===== config.mk =====
export PLATFORM = sky130hd
export DESIGN_NAME = sram_check_policy
export DESIGN_NICKNAME = d
export VERILOG_FILES = /design/src/rtl/sram_check_policy.sv
export SDC_FILE = /design/constraint.sdc
export NUM_CORES = 1
export LEC_CHECK = 0
export ABC_CLOCK_PERIOD_IN_PS = 1300
export BUFFER_PORTS_ARGS = -buffer_cell sky130_fd_sc_hd__buf_2
export CELL_PAD_IN_SITES_DETAIL_PLACEMENT = 1
export CELL_PAD_IN_SITES_GLOBAL_PLACEMENT = 1
export CORE_ASPECT_RATIO = 0.9
export CORE_MARGIN = 10
export CORE_UTILIZATION = 34
export CTS_BUF_LIST = sky130_fd_sc_hd__clkbuf_8
export DETAILED_ROUTE_END_ITERATION = 12
export GPL_ROUTABILITY_DRIVEN = 0
export PLACE_DENSITY = 0.83
export REMOVE_ABC_BUFFERS = 1
export SYNTH_ARGS = -nofsm -noshare
export SYNTH_HDL_FRONTEND = slang
export SYNTH_SLANG_ARGS = --single-unit

===== constraint.sdc =====
create_clock -name clk -period 1.3 [get_ports clk]
set_clock_uncertainty 0.05 [all_clocks]
set_input_delay 0 -clock clk [delete_from_list [all_inputs] [get_ports clk]]
set_output_delay 0 -clock clk [all_outputs]
set_load 0.005 [all_outputs]

===== src/rtl/sram_check_policy.sv =====
module sram_check_policy #(
  parameter int DW = 32,
  parameter int CW = 7
) (
  input  logic          clk,
  input  logic          rst_n,
  input  logic          cfg_we,
  input  logic [1:0]    cfg_addr,
  input  logic [31:0]   cfg_wdata,
  input  logic [4:0]    par_err_i,
  input  logic          rd_vld_i,
  input  logic          rd_sel_i,
  input  logic [DW-1:0] rd_data_i,
  input  logic [CW-1:0] rd_chk_i,
  output logic          rd_vld_o,
  output logic [DW-1:0] rd_data_o,
  output logic          nmi_o,
  output logic          rst_req_o,
  output logic [5:0]    ctrl_o,
  output logic [8:0]    status_o
);
  localparam int NPOS = DW + CW - 1;
  localparam int SW   = CW - 1;

  function automatic logic [SW-1:0] hsyn(input logic [DW-1:0] d);
    logic [SW-1:0] acc;
    int k;
    acc = '0;
    k = 0;
    for (int p = 1; p <= NPOS; p++) begin
      if ((p & (p - 1)) != 0) begin
        for (int i = 0; i < SW; i++)
          if (p[i]) acc[i] = acc[i] ^ d[k];
        k++;
      end
    end
    return acc;
  endfunction

  function automatic logic [DW-1:0] hfix(input logic [DW-1:0] d, input logic [SW-1:0] s);
    logic [DW-1:0] r;
    int k;
    r = d;
    k = 0;
    for (int p = 1; p <= NPOS; p++) begin
      if ((p & (p - 1)) != 0) begin
        if (p == int'(s)) r[k] = ~r[k];
        k++;
      end
    end
    return r;
  endfunction

  logic          unlocked;
  logic [5:0]    ctrl;
  logic [8:0]    status;

  wire [1:0]    mode   = ctrl[5:4];
  wire [SW-1:0] syn    = hsyn(rd_data_i) ^ rd_chk_i[SW-1:0];
  wire          odd    = ^{rd_data_i, rd_chk_i};
  wire          ecc_on = rd_vld_i && (mode != 2'd0);
  wire          sgl    = ecc_on && odd && (int'(syn) <= NPOS);
  wire          dbl    = ecc_on && !sgl && (odd || (syn != '0));
  wire          sflag  = sgl && (mode >= 2'd2);
  wire          ecc_ev = dbl || (sgl && (mode == 2'd3));
  wire          act_e  = rd_sel_i ? ctrl[3] : ctrl[1];
  wire          grp_b  = |{par_err_i[4], par_err_i[2:0]};
  wire          grp_h  = par_err_i[3];

  wire [8:0] set_v = {par_err_i[4],
                      rd_sel_i & dbl, rd_sel_i & sflag,
                      ~rd_sel_i & dbl, ~rd_sel_i & sflag,
                      par_err_i[3:0]};
  wire [8:0] clr_v = (cfg_we && cfg_addr == 2'd2) ? cfg_wdata[8:0] : 9'd0;

  wire nmi_d = (grp_b & ~ctrl[0]) | (grp_h & ~ctrl[2]) | (ecc_ev & ~act_e);
  wire rst_d = (grp_b &  ctrl[0]) | (grp_h &  ctrl[2]) | (ecc_ev &  act_e);

  always_ff @(posedge clk or negedge rst_n) begin
    if (!rst_n) begin
      unlocked  <= 1'b0;
      ctrl      <= '0;
      status    <= '0;
      nmi_o     <= 1'b0;
      rst_req_o <= 1'b0;
      rd_vld_o  <= 1'b0;
      rd_data_o <= '0;
    end else begin
      nmi_o     <= nmi_d;
      rst_req_o <= rst_d;
      rd_vld_o  <= rd_vld_i;
      if (rd_vld_i) rd_data_o <= sgl ? hfix(rd_data_i, syn) : rd_data_i;
      status <= (status & ~clr_v) | set_v;
      if (cfg_we && cfg_addr == 2'd0) begin
        if (cfg_wdata == 32'h77)      unlocked <= 1'b1;
        else if (cfg_wdata == 32'h76) unlocked <= 1'b0;
      end
      if (cfg_we && cfg_addr == 2'd1 && unlocked) ctrl <= cfg_wdata[5:0];
    end
  end

  assign ctrl_o   = ctrl;
  assign status_o = status;
endmodule


==> reports/results.ini, run 1 <==
[outcome]
outcome = finished, violations left
failed_checks = negative setup slack

[place]
dp_hpwl_um = 10540
placedInstanceArea_mm2 = 0.004728
portBuffers = 132
dp_slack_ns = -1.265

[worst_hold_path]
min-delay-start = cfg_wdata[7]
hold_depth = 5
hold_path_class = in2reg
min_to = status_o[7]$_DFF_PN0_

[critical_path]
cpPeakStageDelay_ns = 0.50
crit_slowest_cell = xnor3_2
cp_max_fo = 4
cp.arrival_ns = 2.45
worstReg2RegStart = ctrl_o[4]$_DFFE_PN0P_
cp_cell_sequence = buf_2 -> xnor2_4 -> xnor3_2 -> xnor3_1 -> xnor3_2 -> buf_6 -> nand4_1 -> buf_6 -> nor2_2 -> xnor2_2 -> a21oi_1
critical_path_class = in2reg
worst_ep_required_time_ns = 1.41
reg2regPathDepth = 6
r2r_end = rd_data_o[25]$_DFFE_PN0P_
critical_path.top_delay_family = XOR/XNOR gates
path_buf_inv = 3
endpoint_kind = register
rrSetupSlack_ns = -0.52
crit_path_start_kind = primary input

[final_layout]
design_area_mm2 = 0.005898
nFillCells = 1055
drive_gt1_share_pct = 60.35
layout.nets = 658
area_growth_pct = 73.18
final_common_cell = buf_2
layout_common_cells = buf_2, buf_4, dfrtp_1

[detailed_routing]
vias = 3724
drtAntennaViolNets = 0
routedWlPerCell_um = 25.14
drc = 0
vias_per_cell = 5.297
initialDrtViolationCount = 182
first_pass_iters = 4
routed_wl_um = 17670

[floorplan]
dieArea_mm2 = 0.01443
die_x_um = 125.5
io_pins = 133
core_area_mm2 = 0.009742
die_h_um = 115.0
start_util_pct = 34.96
row_count = 34

[clocking]
clk_latency_ns = 0.30
cts_buffer_depth = 2
tritoncts = done
cts-root-buf = clkbuf_8
cts_sinks = 51
htreeDepth = 2
clk_pin_slew_ns = 0.10
cts_buffers = 5

[run]
maxCapViolCount = 0

[timing]
setup_viol = 38
rsz0062_at_grt = yes
drv_slew = 0
fmax_mhz = 427.3
worst_slack_ns = -1.040
tightest_slew_ns = 0.5303
max_slew_margin_pct = 64.47
hold_violations = 0
finalCritPeriodShare_pct = 180.0
period_minus_slack_ns = 2.340

[pwr]
p_per_area_mw_per_mm2 = 1537
ir_worst_vdd_mv = 0.9665
p_leak_nw = 2.799

[synthesis]
synth-main-ff-cell = dfrtp_1
ys_seq_area_share_pct = 37.47
synthArstFlopShare_pct = 100.0
synth_top_area_share_pct = 37.47
netlist_top_cells_area = dfrtp_1, xnor2_1, xnor3_1, xor2_1, nor2_1
syn_area_mm2 = 0.003406
syn_area_per_cell_um2 = 10.08
ys_types = 40
synth_edf_count = 0
yosysWarnings = 0
ys_seq_elements = 51
yosys.area.top_type = dfrtp_1
synth_cells = 338

[global_route]
grt_pass1_wl_um = 24300
overflow = 0
first_global_vias = 4332
antenna_found_initial = 1
gr-usage-all-layers_pct = 21.19
grt_start_max_net_pins = 52

## report_power, final
group / internal, W / total [W] / switching (W) / leakage [nW]
Clock: 0.000420 / 0.000966 / 0.000546 / 0.0471
Sequential: 0.00168 / 0.00175 / 0.0000642 / 0.591
Combinational: 0.00304 / 0.00635 / 0.00331 / 2.16
## how the worst max path moves through the flow
stage	slack (ns)	to	startpoint	cells after the start
final	-1.04	rd_data_o[25]$_DFFE_PN0P_	rd_data_i[3]	11
after global placement	-1.13	rd_data_o[11]$_DFFE_PN0P_	rd_data_i[3]	9
after floorplan	-0.84	rd_data_o[27]$_DFFE_PN0P_	rd_data_i[19]	8
after global routing	-1.03	rd_data_o[25]$_DFFE_PN0P_	rd_data_i[3]	11
after CTS	-0.76	rd_data_o[25]$_DFFE_PN0P_	rd_chk_i[0]	10
after detailed placement	-1.27	rd_data_o[29]$_DFFE_PN0P_	rd_data_i[3]	9
## registers in the layout, indices dropped and copies added (netlist names)
register,cells
rd_vld_o,1
unlocked,1
ctrl_o,6
rst_req_o,1
nmi_o,1
rd_data_o,32
status_o,9
## cells by family after synthesis
group / Yosys count / synth area share [%]
AOI/OAI and AO/OA: 49 / 8.671
xor gates and xnor gates: 95 / 32.84
buffers and inverters: 13 / 1.763
DFF: 51 / 37.47
muxes: 9 / 2.939
and+or+nand+nor: 121 / 16.31
## through the flow
step | power (W) | util, % | hold WS, ns | cells | setup TNS, ns
floorplan | 0.003580 | - | -0.3456 | 328 | -29.43
global placement | 0.005053 | 48.54 | -0.03780 | 658 | -40.27
detailed placement | 0.005253 | 48.54 | -0.03256 | 658 | -43.25
CTS | 0.007684 | 56.27 | 0.005856 | 689 | -26.12
global route | 0.009351 | 60.52 | 0.06462 | 702 | -34.44
finish | 0.009063 | 60.54 | 0.02008 | 703 | -32.81
## worst register-to-register path, delay by kind of cell, from the launching register on
kind	cells	cell delay (ns)
AO/OA/AOI/OAI	2	0.51
XOR/XNOR	1	0.17
AND/OR/NAND/NOR	2	0.40
flip-flops	1	0.38
buffers and inverters	1	0.18
## routing by layer
layer,vias up,part of all wire (%),GRT usage [%]
li1,1622,-,-
met4,0,3.8,7.055
met3,44,7.5,7.455
met1,1877,37,21.31
met2,181,52,40.06
met5,-,0,0
## synth_stat cells (2+ instances only)
| master | n |
|---|---|
| xor2_1 | 24 |
| nor2_1 | 49 |
| nor4_1 | 6 |
| nand3_1 | 2 |
| nor3_1 | 7 |
| nor2b_1 | 2 |
| xnor2_1 | 51 |
| inv_1 | 3 |
| nand2_1 | 35 |
| a21oi_1 | 32 |
| a21o_1 | 5 |
| nand4_1 | 7 |
| nor4b_1 | 2 |
| clkbuf_1 | 8 |
| a32o_1 | 2 |
| xnor3_2 | 4 |
| o21ai_0 | 3 |
| xnor3_1 | 14 |
| mux2_2 | 8 |
| dfrtp_1 | 51 |
| and3_1 | 4 |
## timing repair
action,4_1_cts,5_1_grt
endpoints found under the setup margin,39,39
resized for setup,97,65
pin swaps,49,30
hold endpoints to repair,67,0
cloned,1,0
hold buffers,15,0
setup buffers,8,12
## area by class of cell
cell class | instances | area [um^2] | share of cell area (%)
diodes | 2 | 5.005 | 0.08485
repair buffers | 239 | 1619 | 27.45
multi-input cells | 275 | 2741 | 46.48
flip-flops and latches | 51 | 1276 | 21.64
clock inverters | 1 | 5.005 | 0.08485
well taps | 126 | 157.7 | 2.673
inverters | 3 | 11.26 | 0.1909
clock buffers | 6 | 82.58 | 1.400
Note: power is estimated with default switching activity, not from simulation.
==> run 2, diff against run 1 <==
- CELL_PAD_IN_SITES_DETAIL_PLACEMENT: 1 -> unset
- CELL_PAD_IN_SITES_GLOBAL_PLACEMENT: 1 -> unset
- CORE_UTILIZATION: 34 -> 40
- PLACE_DENSITY: 0.83 -> 0.74
==> reports/results.ini, run 2 (synthesis results as in run 1) <==
[critical_path]
r2r_end = rd_data_o[1]$_DFFE_PN0P_  ; was rd_data_o[25]$_DFFE_PN0P_
crit_path_start_kind = primary input  ; unchanged
worst_ep_required_time_ns = 1.41  ; about the same
cp_cell_sequence = buf_6 -> xnor3_1 -> xnor3_2 -> buf_4 -> xor3_2 -> buf_6 -> nor3_4 -> nand2_1 -> xor2_1 -> a21oi_1  ; was buf_2 -> xnor2_4 -> xnor3_2 -> xnor3_1 -> xnor3_2 -> buf_6 -> nand4_1 -> buf_6 -> nor2_2 -> xnor2_2 -> a21oi_1
critical_path.top_delay_family = XOR/XNOR gates  ; unchanged
endpoint_kind = register  ; unchanged
cpPeakStageDelay_ns = 0.43  ; was 0.50 ns
reg2regPathDepth = 5  ; was 6
worstSetupPathDepth = 10  ; was 11
cp.arrival_ns = 2.33  ; was 2.45 ns
critical_path_class = in2reg  ; unchanged
cpMostUsedCell = buf_6
worstReg2RegStart = ctrl_o[4]$_DFFE_PN0P_  ; unchanged
rrSetupSlack_ns = -0.40  ; was -0.52 ns
crit_slowest_cell = xor3_2  ; was xnor3_2
path_buf_inv = 3  ; unchanged
cp_max_fo = 3  ; was 4

[pwr]
p_seq_share_pct = 20.9  ; was 19.3%
combPwrFrac_pct = 65.1  ; was 70.1%
swShare_pct = 41.33  ; was 43.24%
ir_worst_vdd_mv = 1.137  ; was 0.9665 mV
p_sw_w = 0.003433  ; was 0.003918 W
intPower_w = 0.004873  ; was 0.005144 W
p_per_area_mw_per_mm2 = 1459  ; was 1537 mW/mm^2
p_leak_nw = 2.659  ; was 2.799 nW
p_clk_share_pct = 14.0  ; was 10.7%
design_power_total_w = 0.008306  ; was 0.009063 W

[clocking]
clk_latency_ns = 0.31  ; was 0.30 ns
htreeDepth = 2  ; unchanged
cts_buffers = 5  ; unchanged
clk_pin_slew_ns = 0.10  ; about the same
cts_buffer_depth = 2  ; unchanged
cts-root-buf = clkbuf_8  ; unchanged
tritoncts = done  ; unchanged
cts_sinks = 51  ; unchanged

[floorplan]
io_pins = 133  ; unchanged
die_x_um = 117.3  ; was 125.5 um
core_area_mm2 = 0.008184  ; was 0.009742 mm^2
die_h_um = 107.5  ; was 115.0 um
start_util_pct = 41.61  ; was 34.96%
row_count = 31  ; was 34
dieArea_mm2 = 0.01261  ; was 0.01443 mm^2

[timing]
worst_slack_ns = -0.9160  ; was -1.040 ns
rsz0062_at_grt = yes  ; unchanged
drv_slew = 0  ; unchanged
whs_ns = 0.02161  ; was 0.02008 ns
period_minus_slack_ns = 2.216  ; was 2.340 ns
tns_ns = -28.05  ; was -32.81 ns
setup_viol = 38  ; unchanged
hold_violations = 0  ; unchanged
fmax_mhz = 451.3  ; was 427.3 MHz
max_slew_margin_pct = 57.26  ; was 64.47%
finalCritPeriodShare_pct = 170.5  ; was 180.0%
tightest_slew_ns = 0.6411  ; was 0.5303 ns

[final_layout]
drive_gt1_share_pct = 55.89  ; was 60.35%
area_growth_pct = 67.19  ; was 73.18%
largest_reg_flops = 32  ; unchanged
layout_common_cells = buf_2, buf_4, dfrtp_1  ; unchanged
layout.nets = 651  ; was 658
design_area_mm2 = 0.005694  ; was 0.005898 mm^2
n_antenna_cell = 0  ; was 2
top_register = rd_data_o  ; unchanged
final_common_cell = buf_2  ; unchanged
layoutNonFillerInstCount = 684  ; was 703

[global_route]
gr-usage-all-layers_pct = 20.20  ; was 21.19%
grt_start_max_net_pins = 66  ; was 52
antenna_found_initial = 0  ; was 1
overflow = 0  ; unchanged
first_global_vias = 3806  ; was 4,332
grt_pass1_wl_um = 19850  ; was 24,300 um

[worst_hold_path]
hold_depth = 4  ; was 5
min_to = unlocked$_DFFE_PN0P_  ; was status_o[7]$_DFF_PN0_
min-delay-start = cfg_wdata[29]  ; was cfg_wdata[7]
hold_path_class = in2reg  ; unchanged

[place]
dpl.cell_count = 647  ; was 658
placedInstanceArea_mm2 = 0.004715  ; was 0.004728 mm^2
portBuffers = 132  ; unchanged
dp_hpwl_um = 9247  ; was 10,540 um

[detailed_routing]
first_pass_iters = 4  ; unchanged
drtAntennaViolNets = 0  ; unchanged
routedWlPerCell_um = 19.92  ; was 25.14 um
drc = 0  ; unchanged
routed_wl_um = 13620  ; was 17,670 um
vias = 3497  ; was 3,724
initialDrtViolationCount = 174  ; was 182
vias_per_cell = 5.113  ; was 5.297

[outcome]
failed_checks = negative setup slack  ; unchanged
outcome = finished, violations left  ; unchanged

[run]
maxCapViolCount = 0  ; unchanged

run 2: what timing repair did:
item / in CTS / in global routing
resized for setup: 86 / 48
buffers inserted: 10 / 3
hold endpoints to repair: 69 / 0
endpoints found under the setup margin: 39 / 39
pin swaps: 53 / 45
gates cloned: 0 / 0
hold buffers: 18 / 0
run 2: worst reg2reg max path, stage by stage (launching register included):
cell,delay (ns)
dfrtp_1,0.37
o21a_1,0.35
and3_2,0.32
nand2_1,0.11
xor2_1,0.24
a21oi_1,0.10
run 2: routing by layer:
metal	GRT usage, %	part of all wire (%)
met3	6.856	9.1
met5	0	0
met4	5.908	3.2
met1	22.22	38
met2	35.87	50
run 2: how the worst max path moves through the flow:
stage | start | endpoint | slack (ns)
final | rd_data_i[1] | rd_data_o[1]$_DFFE_PN0P_ | -0.92
after global routing | rd_data_i[1] | rd_data_o[1]$_DFFE_PN0P_ | -0.96
after CTS | rd_data_i[1] | rd_data_o[20]$_DFFE_PN0P_ | -0.75
after detailed placement | rd_data_i[10] | status_o[5]$_DFF_PN0_ | -1.17
after global placement | rd_data_i[28] | rd_data_o[21]$_DFFE_PN0P_ | -1.11
after floorplan | rd_data_i[19] | rd_data_o[27]$_DFFE_PN0P_ | -0.84
run 2: cell type report:
cell class | count | area, um^2
Clock inverter | 3 | 46.29
Multi-Input combinational cell | 274 | 2571
Tap cell | 115 | 143.9
Timing Repair Buffer | 233 | 1577
Fill cell | 588 | 2490
Sequential cell | 51 | 1276
Inverter | 3 | 11.26
Clock buffer | 5 | 68.82
run 2: metrics by stage:
step | util (%) | worst slack (ns)
after floorplan | - | -0.8350
after global routing | 69.58 | -0.9619
after global placement | 57.61 | -1.108
final | 69.58 | -0.9160
after CTS | 66.95 | -0.7464
after detailed placement | 57.61 | -1.174
run 2: power groups by stage:
stage,registers (W),logic [W],clock network [W]
floorplan,0.00177,0.00181,0
global placement,0.00176,0.00327,0
detailed placement,0.00176,0.00341,0
CTS,0.00173,0.00473,0.00118
global route,0.00175,0.00567,0.00126
finish,0.00173,0.00541,0.00117
==> run 3, diff against run 2 <==
- BUFFER_PORTS_ARGS: -buffer_cell sky130_fd_sc_hd__buf_2 -> unset
- DONT_BUFFER_PORTS: unset -> 1
- PLACE_DENSITY: 0.74 -> 0.6
==> reports/results.ini, run 3 (synthesis results as in run 1) <==
[outcome]
outcome = finished, violations left  ; unchanged
failed_checks = negative hold slack, negative setup slack  ; was negative setup slack

[timing]
whs_ns = -0.3194  ; was 0.02161 ns
setup_viol = 38  ; unchanged
worst_slack_ns = -0.6166  ; was -0.9160 ns
fmax_mhz = 521.8  ; was 451.3 MHz
tns_ns = -21.03  ; was -28.05 ns
period_minus_slack_ns = 1.917  ; was 2.216 ns
finalCritPeriodShare_pct = 147.4  ; was 170.5%
hold_violations = 33  ; was 0
drv_slew = 0  ; unchanged
tightest_slew_ns = 0.4249  ; was 0.6411 ns
max_slew_margin_pct = 71.42  ; was 57.26%
rsz0062_at_grt = yes  ; unchanged

[critical_path]
cp.arrival_ns = 2.06  ; was 2.33 ns
critical_path_class = in2reg  ; unchanged
cpMostUsedCell = xnor3_2  ; was buf_6
cp_cell_sequence = xnor2_2 -> xnor3_2 -> xnor3_1 -> xnor3_2 -> nand4_1 -> nor2_1 -> xnor2_1 -> a21oi_1  ; was buf_6 -> xnor3_1 -> xnor3_2 -> buf_4 -> xor3_2 -> buf_6 -> nor3_4 -> nand2_1 -> xor2_1 -> a21oi_1
crit_path_start_kind = primary input  ; unchanged
crit_slowest_cell = xnor3_2  ; was xor3_2
cpPeakStageDelay_ns = 0.50  ; was 0.43 ns
worst_ep_required_time_ns = 1.45  ; was 1.41 ns
endpoint_kind = register  ; unchanged
cp_max_fo = 5  ; was 3

[final_layout]
multi_input_area_mm2 = 0.002266  ; was 0.002571 mm^2
layout_common_cells = dfrtp_1, nor2_1, xnor2_1  ; was buf_2, buf_4, dfrtp_1
largest_reg_flops = 32  ; unchanged
drive_gt1_share_pct = 25.43  ; was 55.89%
final_common_cell = dfrtp_1  ; was buf_2
seq_area_mm2 = 0.001276  ; unchanged
top_register = rd_data_o  ; unchanged
area_growth_pct = 30.49  ; was 67.19%
layout.nets = 487  ; was 651
nFillCells = 732  ; was 588

[pwr]
swShare_pct = 36.93  ; was 41.33%
design_power_total_w = 0.006721  ; was 0.008306 W
p_sw_w = 0.002482  ; was 0.003433 W
p_leak_nw = 1.858  ; was 2.659 nW
ir_worst_vdd_mv = 0.7847  ; was 1.137 mV
p_per_area_mw_per_mm2 = 1512  ; was 1459 mW/mm^2
p_seq_share_pct = 26.3  ; was 20.9%
combPwrFrac_pct = 56.2  ; was 65.1%
intPower_w = 0.004239  ; was 0.004873 W
p_clk_share_pct = 17.5  ; was 14.0%

[clocking]
clk_latency_ns = 0.30  ; was 0.31 ns
cts_buffer_depth = 2  ; unchanged
cts_sinks = 51  ; unchanged
htreeDepth = 2  ; unchanged
cts-root-buf = clkbuf_8  ; unchanged
cts_buffers = 5  ; unchanged
tritoncts = done  ; unchanged
clk_pin_slew_ns = 0.10  ; about the same

[global_route]
grt_start_max_net_pins = 68  ; was 66
grt_pass1_wl_um = 16170  ; was 19,850 um
gr-usage-all-layers_pct = 16.44  ; was 20.20%
antenna_found_initial = 2  ; was 0
first_global_vias = 2957  ; was 3,806
overflow = 0  ; unchanged

[place]
dp_hpwl_um = 7813  ; was 9247 um
portBuffers = 0  ; was 132

[floorplan]
die_x_um = 117.3  ; unchanged
die_h_um = 107.5  ; unchanged
start_util_pct = 41.61  ; unchanged
row_count = 31  ; unchanged
core_area_mm2 = 0.008184  ; unchanged
io_pins = 133  ; unchanged
dieArea_mm2 = 0.01261  ; unchanged

[run]
maxCapViolCount = 0  ; unchanged

[detailed_routing]
routedWlPerCell_um = 20.72  ; was 19.92 um
drtAntennaViolNets = 0  ; unchanged
drc = 0  ; unchanged
initialDrtViolationCount = 153  ; was 174
vias_per_cell = 5.253  ; was 5.113
vias = 2742  ; was 3,497
first_pass_iters = 4  ; unchanged
routed_wl_um = 10820  ; was 13,620 um

[worst_hold_path]
hold_path_class = in2reg  ; unchanged

==> run 3: changes by cell type in the layout (fill, tap and decap cells not counted), moves of 5 or more <==
| cell | previous run | this run |
|---|---|---|
| xor2_1 | 19 | 24 |
| buf_2 | 124 | 0 |
| buf_6 | 18 | 3 |
| nor2_4 | 7 | 0 |
| xnor2_2 | 17 | 7 |
| buf_4 | 71 | 31 |
| xnor2_1 | 31 | 44 |
| nor2_1 | 37 | 46 |
| dlygate4sd3_1 | 17 | 33 |
| nor3_4 | 6 | 1 |
==> run 3: cell type report <==
| class | count | share of cell area (%) |
|---|---|---|
| antenna | 2 | 0.1126 |
| clock buffer | 6 | 1.858 |
| clock inverter | 2 | 0.7883 |
| inverter | 3 | 0.2534 |
| multi-input combinational | 275 | 50.99 |
| sequential | 51 | 28.72 |
| tap | 115 | 3.238 |
| timing repair buffer | 68 | 14.05 |
==> run 3: final timing paths <==
kind,cells after the start,to,startpoint,slack [ns]
setup / recovery,8,rd_data_o[25]$_DFFE_PN0P_,rd_chk_i[2],-0.62
hold / removal,0,rd_vld_o$_DFF_PN0_,rd_vld_i,-0.32
setup reg to reg,5,rd_data_o[25]$_DFFE_PN0P_,ctrl_o[4]$_DFFE_PN0P_,-0.19
hold reg to reg,1,status_o[2]$_DFF_PN0_,status_o[2]$_DFF_PN0_,0.48
max in group asynchronous,2,nmi_o$_DFF_PN0_,rst_n,0.78
min in group asynchronous,2,rd_data_o[14]$_DFFE_PN0P_,rst_n,0.18
==> run 3: stage by stage <==
stage | util [%] | hold slack, ns | area (um^2) | worst slack, ns | std cells
3_5_place_dp | 45.53 | -0.3433 | 3726 | -1.138 | 473
4_1_cts | 53.89 | -0.3349 | 4410 | -0.5618 | 520
6_report | 54.30 | -0.3194 | 4444 | -0.6166 | 522
5_1_grt | 54.30 | -0.3466 | 4444 | -0.6849 | 522
3_3_place_gp | 45.53 | -0.3434 | 3726 | -1.147 | 473
2_1_floorplan | - | -0.3456 | 3357 | -0.8350 | 328
==> run 3: worst max-delay path, delay by kind of cell <==
family | cells | cell delay (ns)
xor+xnor | 5 | 1.56
simple gates | 2 | 0.40
compound gates | 1 | 0.09
==> run 3: power by group through the flow <==
stage	clock network, W	logic, W	registers [W]
after global placement	0	0.00275	0.00180
after global routing	0.00128	0.00400	0.00178
after CTS	0.00120	0.00362	0.00177
final	0.00117	0.00378	0.00177
after detailed placement	0	0.00279	0.00180
after floorplan	0	0.00181	0.00177
==> run 3: layer usage <==
metal / vias to the layer above / routed length (um) / track usage, %
met3: 25 / 1233 / 6.577
met5: - / 0 / 0
li1: 1292 / - / -
met4: 0 / 276 / 5.644
met2: 128 / 5135 / 26.48
met1: 1297 / 4172 / 19.42
==> run 3: what timing repair did <==
action | CTS | global route
endpoints found under the hold margin | 102 | 37
setup endpoints to repair | 38 | 43
gates cloned | 1 | 0
gates resized for setup | 49 | 7
hold buffers | 34 | 4
pin swaps | 34 | 11
setup buffers | 5 | 0
